File: src/rtl/fseq_pkg.sv
package fseq_pkg;

    localparam int FL_AW     = 19;
    localparam int FL_DW     = 8;
    localparam int SECT_BITS = 3;

    localparam logic [FL_AW-1:0] UNLK_A = 19'h05555;
    localparam logic [FL_AW-1:0] UNLK_B = 19'h02AAA;

    typedef enum logic [1:0] {
        OP_PROG = 2'd0,
        OP_SECT = 2'd1,
        OP_CHIP = 2'd2,
        OP_RSVD = 2'd3
    } fop_t;

    typedef enum logic [2:0] {
        S_IDLE,
        S_WSET,
        S_WLOW,
        S_WHIGH,
        S_PREAD,
        S_PGAP
    } fst_t;

    typedef struct packed {
        logic [FL_AW-1:0] addr;
        logic [FL_DW-1:0] data;
    } bus_wr_t;

    function automatic logic [FL_AW-1:0] sector_base(input logic [FL_AW-1:0] a);
        return {a[FL_AW-1 -: SECT_BITS], {(FL_AW-SECT_BITS){1'b0}}};
    endfunction

    function automatic logic [2:0] script_len(input fop_t op);
        return (op == OP_PROG) ? 3'd4 : 3'd6;
    endfunction

    function automatic logic [FL_AW-1:0] poll_target(input fop_t op,
                                                     input logic [FL_AW-1:0] a);
        case (op)
            OP_PROG: return a;
            OP_SECT: return sector_base(a);
            default: return '0;
        endcase
    endfunction

    function automatic bus_wr_t script_entry(input fop_t op,
                                             input logic [2:0] step,
                                             input logic [FL_AW-1:0] a,
                                             input logic [FL_DW-1:0] d);
        bus_wr_t w;
        w = '{addr: UNLK_A, data: 8'hAA};
        case (step)
            3'd0: w = '{addr: UNLK_A, data: 8'hAA};
            3'd1: w = '{addr: UNLK_B, data: 8'h55};
            3'd2: w = '{addr: UNLK_A, data: (op == OP_PROG) ? 8'hA0 : 8'h80};
            3'd3: w = (op == OP_PROG) ? '{addr: a, data: d}
                                      : '{addr: UNLK_A, data: 8'hAA};
            3'd4: w = '{addr: UNLK_B, data: 8'h55};
            3'd5: w = (op == OP_CHIP) ? '{addr: UNLK_A, data: 8'h10}
                                      : '{addr: sector_base(a), data: 8'h30};
            default: w = '{addr: UNLK_A, data: 8'hAA};
        endcase
        return w;
    endfunction

endpackage

File: src/rtl/fseq_script.sv
module fseq_script
    import fseq_pkg::*;
(
    input  fop_t              op,
    input  logic [2:0]        step,
    input  logic [FL_AW-1:0]  addr,
    input  logic [FL_DW-1:0]  data,
    output bus_wr_t           wr,
    output logic              last
);
    always_comb begin
        wr   = script_entry(op, step, addr, data);
        last = (step == script_len(op) - 3'd1);
    end
endmodule

File: src/rtl/fseq_timer.sv
module fseq_timer #(
    parameter int W = 4
) (
    input  logic         clk,
    input  logic         rst,
    input  logic         load,
    input  logic [W-1:0] load_val,
    output logic         zero
);
    logic [W-1:0] cnt;

    always_ff @(posedge clk) begin
        if (rst)            cnt <= '0;
        else if (load)      cnt <= load_val;
        else if (cnt != '0) cnt <= cnt - 1'b1;
    end

    assign zero = (cnt == '0);
endmodule

File: src/rtl/fseq_poll.sv
module fseq_poll #(
    parameter int TO_W = 32
) (
    input  logic            clk,
    input  logic            rst,
    input  logic            start,
    input  logic            sample,
    input  logic            rd_bit7,
    input  logic            exp_bit7,
    input  logic [TO_W-1:0] limit,
    output logic            ok,
    output logic            tmo
);
    logic [TO_W-1:0] busy_reads;
    logic [TO_W:0]   next_cnt;

    assign ok       = (rd_bit7 == exp_bit7);
    assign next_cnt = {1'b0, busy_reads} + 1'b1;
    assign tmo      = !ok && (next_cnt >= {1'b0, limit});

    always_ff @(posedge clk) begin
        if (rst || start)        busy_reads <= '0;
        else if (sample && !ok)  busy_reads <= next_cnt[TO_W-1:0];
    end
endmodule

File: src/rtl/flash_cmd_seq.sv
module flash_cmd_seq
    import fseq_pkg::*;
#(
    parameter int WE_LO_CYC = 3,
    parameter int WE_HI_CYC = 2,
    parameter int RD_CYC    = 4,
    parameter int TO_W      = 32
) (
    input  logic              clk,
    input  logic              rst,
    input  logic              req_valid,
    input  logic [1:0]        req_op,
    input  logic [FL_AW-1:0]  req_addr,
    input  logic [FL_DW-1:0]  req_data,
    input  logic [TO_W-1:0]   poll_limit,
    output logic              busy,
    output logic              done,
    output logic              error,
    output logic [FL_AW-1:0]  fl_addr,
    output logic [FL_DW-1:0]  fl_wdata,
    input  logic [FL_DW-1:0]  fl_rdata,
    output logic              fl_ce_n,
    output logic              fl_we_n,
    output logic              fl_oe_n
);
    localparam int TMAX_A = (WE_LO_CYC > WE_HI_CYC) ? WE_LO_CYC : WE_HI_CYC;
    localparam int TMAX   = (TMAX_A > RD_CYC) ? TMAX_A : RD_CYC;
    localparam int TW     = (TMAX > 1) ? $clog2(TMAX) : 1;

    fst_t             st, st_n;
    fop_t             op_q;
    logic [2:0]       step;
    logic [FL_AW-1:0] addr_q;
    logic [FL_DW-1:0] data_q;
    logic [TO_W-1:0]  lim_q;

    logic             accept, sample, t_load, t_zero, last, p_ok, p_tmo;
    logic [TW-1:0]    t_val;
    bus_wr_t          wr;

    fseq_script u_script (
        .op   (op_q),
        .step (step),
        .addr (addr_q),
        .data (data_q),
        .wr   (wr),
        .last (last)
    );

    fseq_timer #(.W(TW)) u_timer (
        .clk      (clk),
        .rst      (rst),
        .load     (t_load),
        .load_val (t_val),
        .zero     (t_zero)
    );

    fseq_poll #(.TO_W(TO_W)) u_poll (
        .clk      (clk),
        .rst      (rst),
        .start    (accept),
        .sample   (sample),
        .rd_bit7  (fl_rdata[FL_DW-1]),
        .exp_bit7 ((op_q == OP_PROG) ? data_q[FL_DW-1] : 1'b1),
        .limit    (lim_q),
        .ok       (p_ok),
        .tmo      (p_tmo)
    );

    always_comb begin
        st_n   = st;
        accept = 1'b0;
        sample = 1'b0;
        t_load = 1'b0;
        t_val  = '0;
        case (st)
            S_IDLE: begin
                if (req_valid && fop_t'(req_op) != OP_RSVD) begin
                    accept = 1'b1;
                    st_n   = S_WSET;
                end
            end
            S_WSET: begin
                st_n   = S_WLOW;
                t_load = 1'b1;
                t_val  = TW'(WE_LO_CYC - 1);
            end
            S_WLOW: begin
                if (t_zero) begin
                    st_n   = S_WHIGH;
                    t_load = 1'b1;
                    t_val  = TW'(WE_HI_CYC - 1);
                end
            end
            S_WHIGH: begin
                if (t_zero) begin
                    if (last) begin
                        st_n   = S_PREAD;
                        t_load = 1'b1;
                        t_val  = TW'(RD_CYC - 1);
                    end else begin
                        st_n = S_WSET;
                    end
                end
            end
            S_PREAD: begin
                if (t_zero) begin
                    sample = 1'b1;
                    st_n   = (p_ok || p_tmo) ? S_IDLE : S_PGAP;
                end
            end
            S_PGAP: begin
                st_n   = S_PREAD;
                t_load = 1'b1;
                t_val  = TW'(RD_CYC - 1);
            end
            default: st_n = S_IDLE;
        endcase
    end

    always_ff @(posedge clk) begin
        if (rst) begin
            st     <= S_IDLE;
            op_q   <= OP_PROG;
            step   <= '0;
            addr_q <= '0;
            data_q <= '0;
            lim_q  <= '0;
            done   <= 1'b0;
            error  <= 1'b0;
        end else begin
            st    <= st_n;
            done  <= sample && p_ok;
            error <= sample && !p_ok && p_tmo;
            if (accept) begin
                op_q   <= fop_t'(req_op);
                addr_q <= req_addr;
                data_q <= req_data;
                lim_q  <= poll_limit;
                step   <= '0;
            end else if (st == S_WHIGH && t_zero && !last) begin
                step <= step + 3'd1;
            end
        end
    end

    always_comb begin
        busy     = (st != S_IDLE);
        fl_ce_n  = !busy;
        fl_we_n  = (st != S_WLOW);
        fl_oe_n  = (st != S_PREAD);
        fl_addr  = '0;
        fl_wdata = '0;
        if (st == S_WSET || st == S_WLOW || st == S_WHIGH) begin
            fl_addr  = wr.addr;
            fl_wdata = wr.data;
        end else if (st == S_PREAD || st == S_PGAP) begin
            fl_addr  = poll_target(op_q, addr_q);
        end
    end
endmodule

File: config.mk
export PLATFORM = sky130hd
export DESIGN_NAME = flash_cmd_seq
export DESIGN_NICKNAME = d
export VERILOG_FILES = /design/src/rtl/fseq_pkg.sv /design/src/rtl/fseq_script.sv /design/src/rtl/fseq_timer.sv /design/src/rtl/fseq_poll.sv /design/src/rtl/flash_cmd_seq.sv
export SDC_FILE = /design/constraint.sdc
export NUM_CORES = 1
export LEC_CHECK = 0
export BUFFER_PORTS_ARGS = -buffer_cell sky130_fd_sc_hd__buf_2
export CAP_MARGIN = 15
export CORE_AREA = 2 2 124 138
export DETAILED_ROUTE_END_ITERATION = 8
export DIE_AREA = 0 0 126 140
export PLACE_DENSITY = 0.7
export SLEW_MARGIN = 15
export SYNTH_ARGS = -nofsm -noshare
export SYNTH_HDL_FRONTEND = slang
export SYNTH_HIERARCHICAL = 1
export SYNTH_SLANG_ARGS = --single-unit
File: constraint.sdc
create_clock -name clk -period 3.09 [get_ports clk]
set_clock_uncertainty 0.05 [all_clocks]
set_input_delay 0.4635 -clock clk [delete_from_list [all_inputs] [get_ports clk]]
set_output_delay 0.4635 -clock clk [all_outputs]
set_load 0.005 [all_outputs]
# Word level (Yosys, flattened, before mapping)
# Cells that the tools add are included.
[word_totals]
ff_bits = 103
in_bits = 72
output_inout_bits = 33
elab_cells = 91
[op_classes]
addsub = 4
n_lt_le_gt_ge = 1
n_eq_ne = 21
muxes = 30
reduce_logical = 25
[op_table]
columns = ["cell", "n"]
rows = [
  ["one-hot mux 27 bit (4 select lines)", 1],
  ["two-way mux 27 bit", 2],
  ["two-way mux 19 bit", 2],
  ["one-hot mux 19 bit (2 select lines)", 1],
  ["adder 32 x 1 -> 33 bit (second input constant)", 1],
  [">= comparator 33 x 32 -> 1 bit", 1],
  ["two-way mux 3 bit", 6],
  ["one-hot mux 3 bit (6 select lines)", 1],
  ["== test 3 x 2 -> 1 bit (second input constant)", 4],
  ["== test 3 bit (second input constant)", 4],
  ["two-way mux 2 bit", 5],
  ["inequality test 2 bit (second input constant)", 5],
  ["two-way mux 1 bit", 8],
  ["two-way mux 8 bit", 1],
  ["one-hot mux 2 bit (4 select lines)", 1],
  ["logical AND 1 bit", 7],
  ["== test 3 x 1 -> 1 bit (second input constant)", 2],
  ["two-way mux 6 bit", 1],
  ["OR reduction 2 bit", 3],
  ["logical OR 1 bit", 5],
  ["logical NOT 2 bit", 2],
  ["AND reduction 4 bit", 1],
  ["nonzero test 2 bit", 2],
  ["adder 3 x 1 -> 3 bit (second input constant)", 1],
  ["other kinds (12)", 14],
]

# Depth between registers and ports, before layout
# Gate-level depths: netlist of run 1.
[logic_depth]
ltp_word = 9
mapped_depth = 16
depth_no_buf = 16

# Hierarchy
# Netlist of run 1, hierarchy kept.
[modules_own_cells]
columns = ["mod", "instances", "cells_per_inst", "area_each_um2", "seq_area_each_um2"]
rows = [
  ["flash_cmd_seq", 1, 377, 3083.0, 1381.3],
  ["fseq_poll", 1, 343, 2731.4, 640.6],
  ["fseq_script", 1, 69, 439.2, 0.0],
  ["fseq_timer", 1, 12, 121.4, 40.0],
]

# Least setup slack after synthesis of run 1
# Ideal clock, no wire load.
[synth_timing]
path_type = "reg2reg"
startpoint = "reg u_poll.busy_reads[0]"
endpoint = "reg st[0]"
setup_time_ns = 0.137
t_arrival_ns = 2.895
required_ns = 2.903
setup_slack_ns = 0.009
stages_incl_launch_ff = 17
path_buffers = 0
period_less_slack_ns = 3.081
path_cell_list = "dfxtp_1 ha_1 nand3_1 nor4_2 nand3_2 nor2_1 xor2_1 ha_1 nand4_1 a2111oi_0 a21oi_1 a21oi_1 o21ai_0 nand3_1 nor2_1 a22oi_1 a221oi_2"
[synth_between]
elab_chain_cells = 7
[synth_rtl]
columns = ["item", "line", "source"]
rows = [
  ["start: declaration", "fseq_poll.sv:14", "logic [TO_W-1:0] busy_reads;"],
  ["start signal: assignment", "fseq_poll.sv:23", "else if (sample && !ok) busy_reads <= next_cnt[TO_W-1:0];"],
  ["adder 32 x 1 -> 33 bit", "fseq_poll.sv:18", "assign next_cnt = {1'b0, busy_reads} + 1'b1;"],
  ["via u_poll.next_cnt[16]", "fseq_poll.sv:15", "logic [TO_W:0] next_cnt;"],
  [">= comparator 33 x 32 -> 1 bit", "fseq_poll.sv:19", "assign tmo = !ok && (next_cnt >= {1'b0, limit});"],
  ["logical AND 1 bit", "fseq_poll.sv:19", ""],
  ["via p_tmo", "flash_cmd_seq.sv:37", "logic accept, sample, t_load, t_zero, last, p_ok, p_tmo;"],
  ["logical OR 1 bit", "flash_cmd_seq.sv:109", "st_n = (p_ok || p_tmo) ? S_IDLE : S_PGAP;"],
  ["two-way mux 3 bit", "flash_cmd_seq.sv:109", ""],
  ["two-way mux 3 bit", "flash_cmd_seq.sv:107", "if (t_zero) begin"],
  ["one-hot mux 3 bit (6 select lines)", "flash_cmd_seq.sv:76", "case (st)"],
  ["end signal: assignment", "flash_cmd_seq.sv:132", "st <= st_n;"],
  ["end: declaration", "flash_cmd_seq.sv:30", "fst_t st, st_n;"],
]
# The timed path passes the listed nets, and every way through them passes these cells. The select of a mux whose other input is x is not followed.
# A chain may end at the register's enable or synchronous reset.

# Worst setup path in the final report of run 1
[layout_timing]
startpoint = "reg u_poll.busy_reads[1]"
endpoint = "reg st[0]"
# The elaborated chain is that of the path after synthesis.

==> impl_metrics.tcl, run 1 <==
set metrics [dict create \
    seq_area_um2 2074 \
    holdPathEnd "addr_q[16]" \
    yosys.cell_count.top_type "dfxtp_1" \
    async_reset_ff_share_pct 0 \
    grt_use_total_pct 18.45 \
    required_ns 3.30 \
    start_kind "flop" \
    io_pins 105 \
    hp-start "req_addr[16]" \
    vias_per_cell 5.290 \
    fill_cells 1574 \
    reg2reg_depth 17 \
    synth_top_area_share_pct 32.35 \
    fmax_ghz 0.3256 \
    rsz0062_at_grt "true" \
    cts_max_path_buffers 2 \
    worst_pin_slew_ns 0.7034 \
    area_delta_synth_final_pct 21.47 \
    reg2reg_to "st[0]" \
    grt_first_pass_wirelength_um 27200 \
    syn_area_per_cell_um2 7.959 \
    synth_flop_cell "dfxtp_1" \
    vias 5951 \
    worstPathArrival_ns 3.28 \
    yosysSeqAreaShare_pct 32.35 \
    power.leakage_uw 0.003262 \
    first_global_vias 5541 \
    setup_viol 0 \
    path_class "flop to flop" \
    slew_headroom_pct 53.11 \
    layout-drive-gt1-share_pct 24.10 \
    synthCells 801 \
    synth_seq_cells 103 \
    synth_cell_types 68 \
    synth_top_area_cell "dfxtp_1" \
    drv_slew 0 \
    die-area_um2 17640 \
    synthTopCellsByCount "dfxtp_1 (103), a21oi_1 (85), nand3_1 (81), o21ai_0 (81), nor2_1 (55)" \
    crit_path_max_fanout 6 \
    multiInputGateArea_um2 3983 \
    yosysWarnings 6 \
    place_congestion 0.8232 \
    remaining_drc_errors 0 \
    portBuffers 97 \
    grt_remaining_overflow 0 \
    grt_max_degree 63 \
    die_h_um 140 \
    nNetsFinal 1023 \
    drtIter0Drc 315 \
    cap_viol_max_count 0 \
    r2r_setup_slack_ns 0.02 \
    end_kind "flop" \
    clkSinkCount 103 \
    tritoncts "built" \
    die_w_um 126 \
    n_antenna_cell 0 \
    post_drt_wl_per_cell_um 14.57 \
    fp.coreArea_um2 16190 \
    root_buffer "clkbuf_16" \
    drt_wl_total_um 16400 \
    syn_nets 908 \
    peakVddDrop_uv 293.4 \
    num_rows 49 \
    outcome "finished, final reports clean" \
    power_density_nw_per_um2 499.9 \
    ys_top_cells_by_area "dfxtp_1 (32%), ha_1 (6.9%), a21oi_1 (6.7%)" \
    timing.final.crit_share_pct 99.40 \
    min_period_ns 3.071 \
    start_util_pct 39.39 \
    fin_util_pct 47.84 \
    drt_pre_antenna_iters 5 \
    synth_edf_count 0 \
    hold-worst-slack_ns 0.3066 \
    hold_viol_final 0 \
    reg2reg_from "u_poll/busy_reads[1]" \
    hold_path_depth 3 \
    dp_hpwl_um 11560 \
    ctsHoldBuffers 0 \
    ant_nets 0 \
    htree_num_levels 3 \
    clk_latency_ns 0.35 \
    syn-cell-area_um2 6375 \
    clkSlewWorstSetupHoldPaths_ns 0.07 \
    numCtsBuffers 9 \
    antenna_found_initial 0 \
    hold_class "primary input to flop" \
]
flip-flops by register name, summed over array words and instances (netlist names), 2 cells and up:
| name | count |
|---|---|
| lim_q | 32 |
| u_poll/busy_reads | 32 |
| addr_q | 19 |
| data_q | 8 |
| st | 3 |
| step | 3 |
| op_q | 2 |
| u_timer/cnt | 2 |
layout by cell type, fill, tap and decap left out, types with 3 or more instances in the layout:
| cell type | netlist | final |
|---|---|---|
| a21o_1 | 16 | 16 |
| a21oi_1 | 85 | 84 |
| a22o_1 | 19 | 19 |
| and2_1 | 11 | 11 |
| and3_1 | 6 | 6 |
| and3b_1 | 4 | 4 |
| buf_2 | 7 | 97 |
| buf_4 | 9 | 63 |
| clkbuf_16 | 0 | 9 |
| dfxtp_1 | 103 | 99 |
| dfxtp_4 | 0 | 3 |
| ha_1 | 35 | 34 |
| inv_1 | 38 | 38 |
| nand2_1 | 49 | 49 |
| nand2b_1 | 8 | 8 |
| nand3_1 | 81 | 79 |
| nand3_2 | 3 | 4 |
| nand3b_1 | 3 | 3 |
| nand4_1 | 11 | 11 |
| nor2_1 | 55 | 54 |
| nor2b_1 | 6 | 6 |
| nor3_1 | 4 | 4 |
| nor3_2 | 6 | 5 |
| o21ai_0 | 81 | 80 |
| o31ai_1 | 5 | 5 |
| or2_4 | 3 | 3 |
| or3_1 | 4 | 3 |
| xnor2_1 | 34 | 34 |
| xor2_1 | 29 | 29 |
stage by stage:
stage | area [um^2] | cells | setup TNS, ns | total power [uW] | worst slack [ns]
3_5_place_dp | 7317 | 1107 | -0.4156 | 2655 | -0.1994
6_report | 7744 | 1125 | 0 | 3871 | 0.01864
2_1_floorplan | 6375 | 801 | 0 | 2311 | 0.008652
4_1_cts | 7690 | 1123 | 0 | 3889 | 0.01219
3_3_place_gp | 7317 | 1107 | -0.3404 | 2632 | -0.1611
5_1_grt | 7744 | 1125 | -0.3497 | 4111 | -0.1464
final cells by class:
type                       count  share of cell area, %
tap                          204                  3.296
clock inverter                 5                  1.050
multi-input combinational    603                  51.43
inverter                      39                  1.923
timing repair buffer         160                  12.38
clock buffer                  11                  3.135
sequential                   103                  26.79
layer usage:
metal | vias to the layer above | wire length (um) | global-route usage, %
li1 | 3038 | - | -
met1 | 2766 | 7447 | 24.13
met2 | 124 | 8034 | 31.35
met3 | 23 | 595 | 2.368
met4 | 0 | 319 | 6.362
met5 | - | 0 | 0
where the power goes:
| part | switching, uW | leakage (uW) | total, uW | internal (uW) |
|---|---|---|---|---|
| Sequential | 83.5 | 0.000840 | 1510 | 1430 |
| Combinational | 705 | 0.00227 | 1130 | 428 |
| Clock | 497 | 0.000156 | 1230 | 732 |
critical path, stage by stage (launching register included):
cell and delay (ns):
dfxtp_2 0.39, ha_4 0.16, nand3_4 0.10, or2_4 0.26
nor3_2 0.12, buf_4 0.17, nand4_1 0.11, xnor2_1 0.19
ha_1 0.29, a21oi_1 0.16, o21ai_1 0.08, nand2b_1 0.07
a21o_1 0.13, a31o_1 0.16, nand3_2 0.12, nor2_4 0.12
a22oi_1 0.08, a221oi_2 0.25
cells by family (layout without fill, tap and decap cells):
| kind of cell | after synthesis | in the layout | synth area share [%] |
|---|---|---|---|
| simple gates | 279 | 279 | 24.34 |
| flops | 103 | 103 | 32.35 |
| xor+xnor | 63 | 63 | 8.656 |
| buf+inv | 95 | 215 | 6.555 |
| fa+ha+maj | 35 | 35 | 6.869 |
| compound gates | 226 | 226 | 21.24 |
what timing repair did:
item	in CTS	in global routing
endpoints found under the setup margin	3	3
setup buffers	0	2
resized for setup	12	10
pin swaps	5	7
hold endpoints to repair	0	0
worst max-delay path by stage:
stage	from	end	slack, ns	cells after the start
after floorplan	u_poll/busy_reads[0]	st[0]	0.009	16
after global placement	u_poll/busy_reads[0]	st[0]	-0.16	16
after detailed placement	u_poll/busy_reads[0]	st[0]	-0.20	17
after CTS	u_poll/busy_reads[0]	st[0]	0.01	17
after global routing	u_poll/busy_reads[3]	st[2]	-0.15	16
final	u_poll/busy_reads[1]	st[0]	0.02	17
Note: power is estimated with default switching activity, not from simulation.
==> run 2: changes to the inputs <==
--- a/config.mk
+++ b/config.mk
@@ -5,13 +5,15 @@
 export SDC_FILE = /design/constraint.sdc
 export NUM_CORES = 1
 export LEC_CHECK = 0
+export ABC_AREA = 1
 export BUFFER_PORTS_ARGS = -buffer_cell sky130_fd_sc_hd__buf_2
 export CAP_MARGIN = 15
-export CORE_AREA = 2 2 124 138
+export CORE_AREA = 2 2 126 140
 export DETAILED_ROUTE_END_ITERATION = 8
-export DIE_AREA = 0 0 126 140
+export DIE_AREA = 0 0 128 142
 export PLACE_DENSITY = 0.7
-export SLEW_MARGIN = 15
+export SETUP_SLACK_MARGIN = 0.4
+export SLEW_MARGIN = 20
 export SYNTH_ARGS = -nofsm -noshare
 export SYNTH_HDL_FRONTEND = slang
 export SYNTH_HIERARCHICAL = 1
==> run 2 against run 1 <==
  * Fmax up 4.0%
  * Die area up 3.0%
  * Worst hold slack worse by 0.025 ns
  * First-iteration DRC count down 30%
  * Critical path type unchanged
  * Largest power group unchanged
  * Highest routed layer unchanged
==> impl_metrics.tcl, run 2 <==
set metrics [dict create \
    grt_use_total_pct 18.63 \
    grt_first_pass_wirelength_um 27500 \
    holdPathEnd "addr_q[7]" \
    synth_top_area_cell "dfxtp_1" \
    timing.final.crit_share_pct 95.53 \
    hp-start "req_addr[7]" \
    fill_cells 1688 \
    power.total_uw 3734 \
    portBuffers 97 \
    dp_hpwl_um 11690 \
    layout-drive-gt1-share_pct 24.75 \
    nNetsFinal 1217 \
    synth_top_area_share_pct 31.27 \
    remaining_drc_errors 0 \
    fin_ws_ns 0.1380 \
    syn_nets 1116 \
    n_antenna_cell 0 \
    stdcell_area_um2 8055 \
    reg2reg_depth 23 \
    async_reset_ff_share_pct 0 \
    vias 6507 \
    yosysSeqAreaShare_pct 31.27 \
    start_kind "flop" \
    reg2reg_to "st[2]" \
    clk_latency_ns 0.36 \
    syn_area_per_cell_um2 6.535 \
    die_h_um 142 \
    layout.cells.non_filler 1323 \
    fin_tns_setup_ns 0 \
    path_class "flop to flop" \
    synthCells 1009 \
    synth_edf_count 0 \
    pre_cts_ws_ns 0.02356 \
    start_util_pct 39.33 \
    drt_pre_antenna_iters 5 \
    peakVddDrop_uv 289.0 \
    crit_path_max_fanout 6 \
    synth_cell_types 42 \
    setup_viol 0 \
    grt_remaining_overflow 0 \
    reg_top3 "lim_q x32, u_poll/busy_reads x32, addr_q x19" \
    die-area_um2 18180 \
    yosysWarnings 6 \
    worst_pin_slew_ns 0.7119 \
    r2r_setup_slack_ns 0.14 \
    final_common_cell "nor2_1" \
    synth_seq_cells 103 \
    syn-cell-area_um2 6594 \
    vias_per_cell 4.918 \
    num_rows 50 \
    hold_path_depth 3 \
    clkSinkCount 103 \
    slew_headroom_pct 52.54 \
    io_pins 105 \
    hold_viol_final 0 \
    root_buffer "clkbuf_16" \
    numCtsBuffers 9 \
    end_kind "flop" \
    grt_max_degree 65 \
    place_congestion 0.8423 \
    die_w_um 128 \
    drt_wl_total_um 17350 \
    first_global_vias 6005 \
    drtIter0Drc 222 \
    post_dp_cell_area_um2 7206 \
    required_ns 3.29 \
    power.leakage_uw 0.004035 \
    synthTopCellsByCount "nor2_1 (185), nand2_1 (181), inv_1 (137), dfxtp_1 (103), nand3_1 (90)" \
    cap_viol_max_count 0 \
    clkSlewWorstSetupHoldPaths_ns 0.07 \
    area_delta_synth_final_pct 22.16 \
    mostFrequentLayoutCells "nor2_1 (171), nand2_1 (168), inv_1 (128)" \
    synth_flop_cell "dfxtp_1" \
    fp.coreArea_um2 16770 \
    ant_nets 0 \
    yosys.cell_count.top_type "nor2_1" \
    ys_top_cells_by_area "dfxtp_1 (31%), nor2_1 (11%), nand2_1 (10%)" \
    tritoncts "built" \
    reg2reg_from "u_poll/busy_reads[1]" \
    antenna_found_initial 0 \
    outcome "finished, final reports clean" \
    rsz0062_at_grt "true" \
    htree_num_levels 3 \
    post_drt_wl_per_cell_um 13.11 \
    fmax_ghz 0.3388 \
    min_period_ns 2.952 \
    power_density_nw_per_um2 463.5 \
    worstPathArrival_ns 3.15 \
    drv_slew 0 \
    hold_class "primary input to flop" \
    dp.cells 1290 \
    cts_max_path_buffers 2 \
]
-- run 2: cell types whose count changed after synthesis, sizes merged, moves of 15 or more --
cell | before | now
nand2 | 50 | 191
a21o | 16 | 1
inv | 39 | 141
nor2 | 57 | 200
a21oi | 85 | 51
clkbuf | 38 | 12
xnor2 | 34 | 2
a22o | 19 | 0
o21ai | 81 | 101
-- run 2: where the power goes --
part           leakage (uW)  internal, uW  switching, uW
clock network      0.000151           631            513
logic               0.00303           370            668
registers          0.000857          1460           90.7
-- run 2: logic make-up (layout without fill, tap and decap cells) --
family | Yosys count | count (layout) | synth area share [%]
buf+inv | 181 | 286 | 11.88
simple gates | 502 | 503 | 33.66
compound gates | 162 | 162 | 12.98
fa+ha+maj | 35 | 35 | 6.641
flops | 103 | 103 | 31.27
xor+xnor | 26 | 26 | 3.567
-- run 2: routing by layer --
layer  part of all wire [%]  GRT usage [%]  vias to the layer above
met5                      0              0                        -
met4                    2.5          7.519                        0
met3                    5.1          3.083                       32
met2                     50          32.96                      175
met1                     42          22.42                     2915
li1                       -              -                     3385
-- run 2: area by class of cell --
class | instances | area [um^2] | area share, %
Clock buffer | 13 | 280.3 | 3.479
Sequential cell | 103 | 2111 | 26.20
Tap cell | 208 | 260.3 | 3.231
Timing Repair Buffer | 128 | 729.5 | 9.056
Clock inverter | 3 | 15.01 | 0.1864
Inverter | 142 | 538.0 | 6.679
Multi-Input combinational cell | 726 | 4121 | 51.16
-- run 2: critical path, stage by stage, from the launching register on --
cell,delay [ns]
dfxtp_4,0.38
ha_4,0.15
nand2_4,0.06
nor2_4,0.11
nand2_4,0.10
nor2_4,0.16
nand2_4,0.08
nor2_4,0.11
xnor2_2,0.13
inv_1,0.10
ha_4,0.28
nand2_2,0.05
inv_2,0.08
nand3_2,0.10
nor2_4,0.11
nand3_2,0.09
nand3_2,0.09
nor2_2,0.05
a21oi_2,0.17
nor2_1,0.07
nand3_1,0.10
nand3_1,0.08
nand2_1,0.07
a21oi_1,0.06
-- run 2: timing repair --
item	CTS	global route
endpoints found under the hold margin	0	0
setup buffers	7	9
cloned	0	1
pin swaps	12	42
resized for setup	16	100
endpoints found under the setup margin	3	15
hold buffers	0	0
-- run 2: worst max-delay path by stage --
stage,from,to,slack [ns]
floorplan,u_poll/busy_reads[1],st[2],0.41
detailed placement,u_poll/busy_reads[14],st[0],0.02
global placement,u_poll/busy_reads[12],st[0],0.1
global route,u_poll/busy_reads[1],st[2],-0.03
CTS,u_poll/busy_reads[0],st[0],0.12
finish,u_poll/busy_reads[1],st[2],0.14
-- run 2: through the flow --
step	util (%)	hold WS (ns)
4_1_cts	45.43	0.2746
3_5_place_dp	42.98	0.4157
3_3_place_gp	42.98	0.4096
2_1_floorplan	-	0.3935
6_report	48.04	0.2815
5_1_grt	48.04	0.2978
==> run 3: changes to the inputs <==
--- a/config.mk
+++ b/config.mk
@@ -13,6 +13,7 @@
 export DIE_AREA = 0 0 128 142
 export PLACE_DENSITY = 0.7
 export SETUP_SLACK_MARGIN = 0.4
+export SKIP_CTS_REPAIR_TIMING = 1
 export SLEW_MARGIN = 20
 export SYNTH_ARGS = -nofsm -noshare
 export SYNTH_HDL_FRONTEND = slang
==> constraint.sdc (replaced) <==
create_clock -name clk -period 3.09 [get_ports clk]
set_clock_uncertainty 0.05 [all_clocks]
set_input_delay 0.4635 -clock clk [delete_from_list [all_inputs] [get_ports clk]]
set_output_delay 0.4635 -clock clk [all_outputs]
set_load 0.01 [all_outputs]
==> run 3 against run 2 <==
  * Design area down 1.4%
  * Highest routed layer unchanged
  * Cell count about the same
  * Sequential share of layout area increased by 0.080 points
==> impl_metrics.tcl, run 3 (synthesized netlist as in run 2, its figures left out) <==
set metrics [dict create \
    first_global_vias 5874 \
    drtIter0Drc 227 \
    clkSinkCount 103 \
    fp.coreArea_um2 16770 \
    worstPathArrival_ns 3.21 \
    crit_path_cell_trace "nand3_4 > nor2_4 > nand2_4 > nor2_4 > nand3_4 > nor2_1 > nand2_1 > nand2_2 > inv_1 > ha_1 > nand2_1 > inv_1 > o21ai_1 > nand2_1 > a21oi_2 > nand3_2 > nor2_2 > a21oi_2 > nor2_1 > nand3_1 > nand3_1 > nand2_1 > a21oi_2" \
    layout-drive-gt1-share_pct 22.35 \
    portBuffers 97 \
    place_congestion 0.8413 \
    n_antenna_cell 0 \
    fill_cells 1676 \
    wl_met1_um 7377 \
    crit_path_max_fanout 5 \
    ant_nets 0 \
    pre_cts_ws_ns 0.03521 \
    start_util_pct 39.33 \
    final_common_cell "nor2_1" \
    numCtsBuffers 9 \
    cp_slowest_stage_delay_ns 0.39 \
    clkSlewWorstSetupHoldPaths_ns 0.07 \
    clk_latency_ns 0.36 \
    fin_tns_setup_ns 0 \
    worst_pin_slew_ns 0.6932 \
    antenna_found_initial 1 \
    timing.final.crit_share_pct 96.04 \
    hold_viol_final 0 \
    nNetsFinal 1216 \
    rsz0062_at_grt "true" \
    cts_max_path_buffers 2 \
    drt_pre_antenna_iters 5 \
    required_ns 3.33 \
    reg_top3 "lim_q x32, u_poll/busy_reads x32, addr_q x19" \
    setup_viol 0 \
    critPathBufInv 2 \
    die_w_um 128 \
    drt_wl_total_um 16960 \
    drv_slew 0 \
    path_class "flop to flop" \
    dr_wl_met3_um 780 \
    cp_common_cell "nand2_1" \
    grt_remaining_overflow 0 \
    crit_slowest_cell "dfxtp_4" \
    vias_per_cell 4.915 \
    peakVddDrop_uv 363.3 \
    top_layer "met4" \
    die-area_um2 18180 \
    outcome "finished, final reports clean" \
    fin_ws_ns 0.1222 \
    fmax_ghz 0.3370 \
    grt_use_total_pct 18.41 \
    min_period_ns 2.968 \
    grt_max_degree 65 \
    mostFrequentLayoutCells "nor2_1 (175), nand2_1 (173), inv_1 (133)" \
    power.leakage_uw 0.003986 \
    remaining_drc_errors 0 \
    hold_class "primary input to flop" \
    io_pins 105 \
    num_rows 50 \
    tritoncts "built" \
    power.total_uw 3810 \
    post_drt_wl_per_cell_um 12.83 \
    grt_first_pass_wirelength_um 26990 \
    start_kind "flop" \
    area_delta_synth_final_pct 20.49 \
    dp_hpwl_um 11830 \
    cpLargestDelayFamily "simple AND/OR/NAND/NOR gates" \
    htree_num_levels 3 \
    fin_util_pct 47.39 \
    slew_headroom_pct 53.79 \
    root_buffer "clkbuf_16" \
    die_h_um 142 \
    wl_met2_um 8502 \
    vias 6497 \
    end_kind "flop" \
    cap_viol_max_count 0 \
    power_density_nw_per_um2 479.5 \
]
==> run 3: final timing paths <==
check / from / endpoint / slack [ns] / depth (start not counted)
setup / recovery: u_poll/busy_reads[2] / st[0] / 0.12 / 23
hold / removal: req_addr[7] / addr_q[7] / 0.28 / 3
setup reg to reg: u_poll/busy_reads[2] / st[0] / 0.12 / 23
hold reg to reg: data_q[7] / data_q[7] / 0.43 / 2
==> run 3: layout make-up <==
class	instances	area, um^2	area share [%]
clock inverters	6	67.56	0.8504
inverters	142	533.0	6.709
well taps	208	260.3	3.276
repair buffers	127	710.7	8.945
flip-flops and latches	103	2088	26.28
multi-input cells	726	4046	50.93
clock buffers	10	239.0	3.008
==> run 3: metrics by stage <==
step,area (um^2),hold WS (ns),std cells
2_1_floorplan,6598,0.3935,1009
3_3_place_gp,7206,0.4095,1290
3_5_place_dp,7206,0.4125,1290
4_1_cts,7512,0.2789,1306
5_1_grt,7945,0.2915,1322
6_report,7945,0.2831,1322
==> run 3: per-layer routing <==
metal / global-route usage [%] / up-vias
li1: - / 3381
met1: 22.70 / 2948
met2: 32.28 / 146
met3: 3.346 / 22
met4: 6.189 / 0
met5: 0 / -
==> run 3: report_power, final <==
part / switching, uW / internal, uW
Clock: 542 / 654
Sequential: 91.8 / 1470
Combinational: 691 / 365
==> run 3: tightest hold or removal path, stage by stage <==
cell and delay, ns:
buf_2 0.07, o21ai_1 0.05, nor2_1 0.07
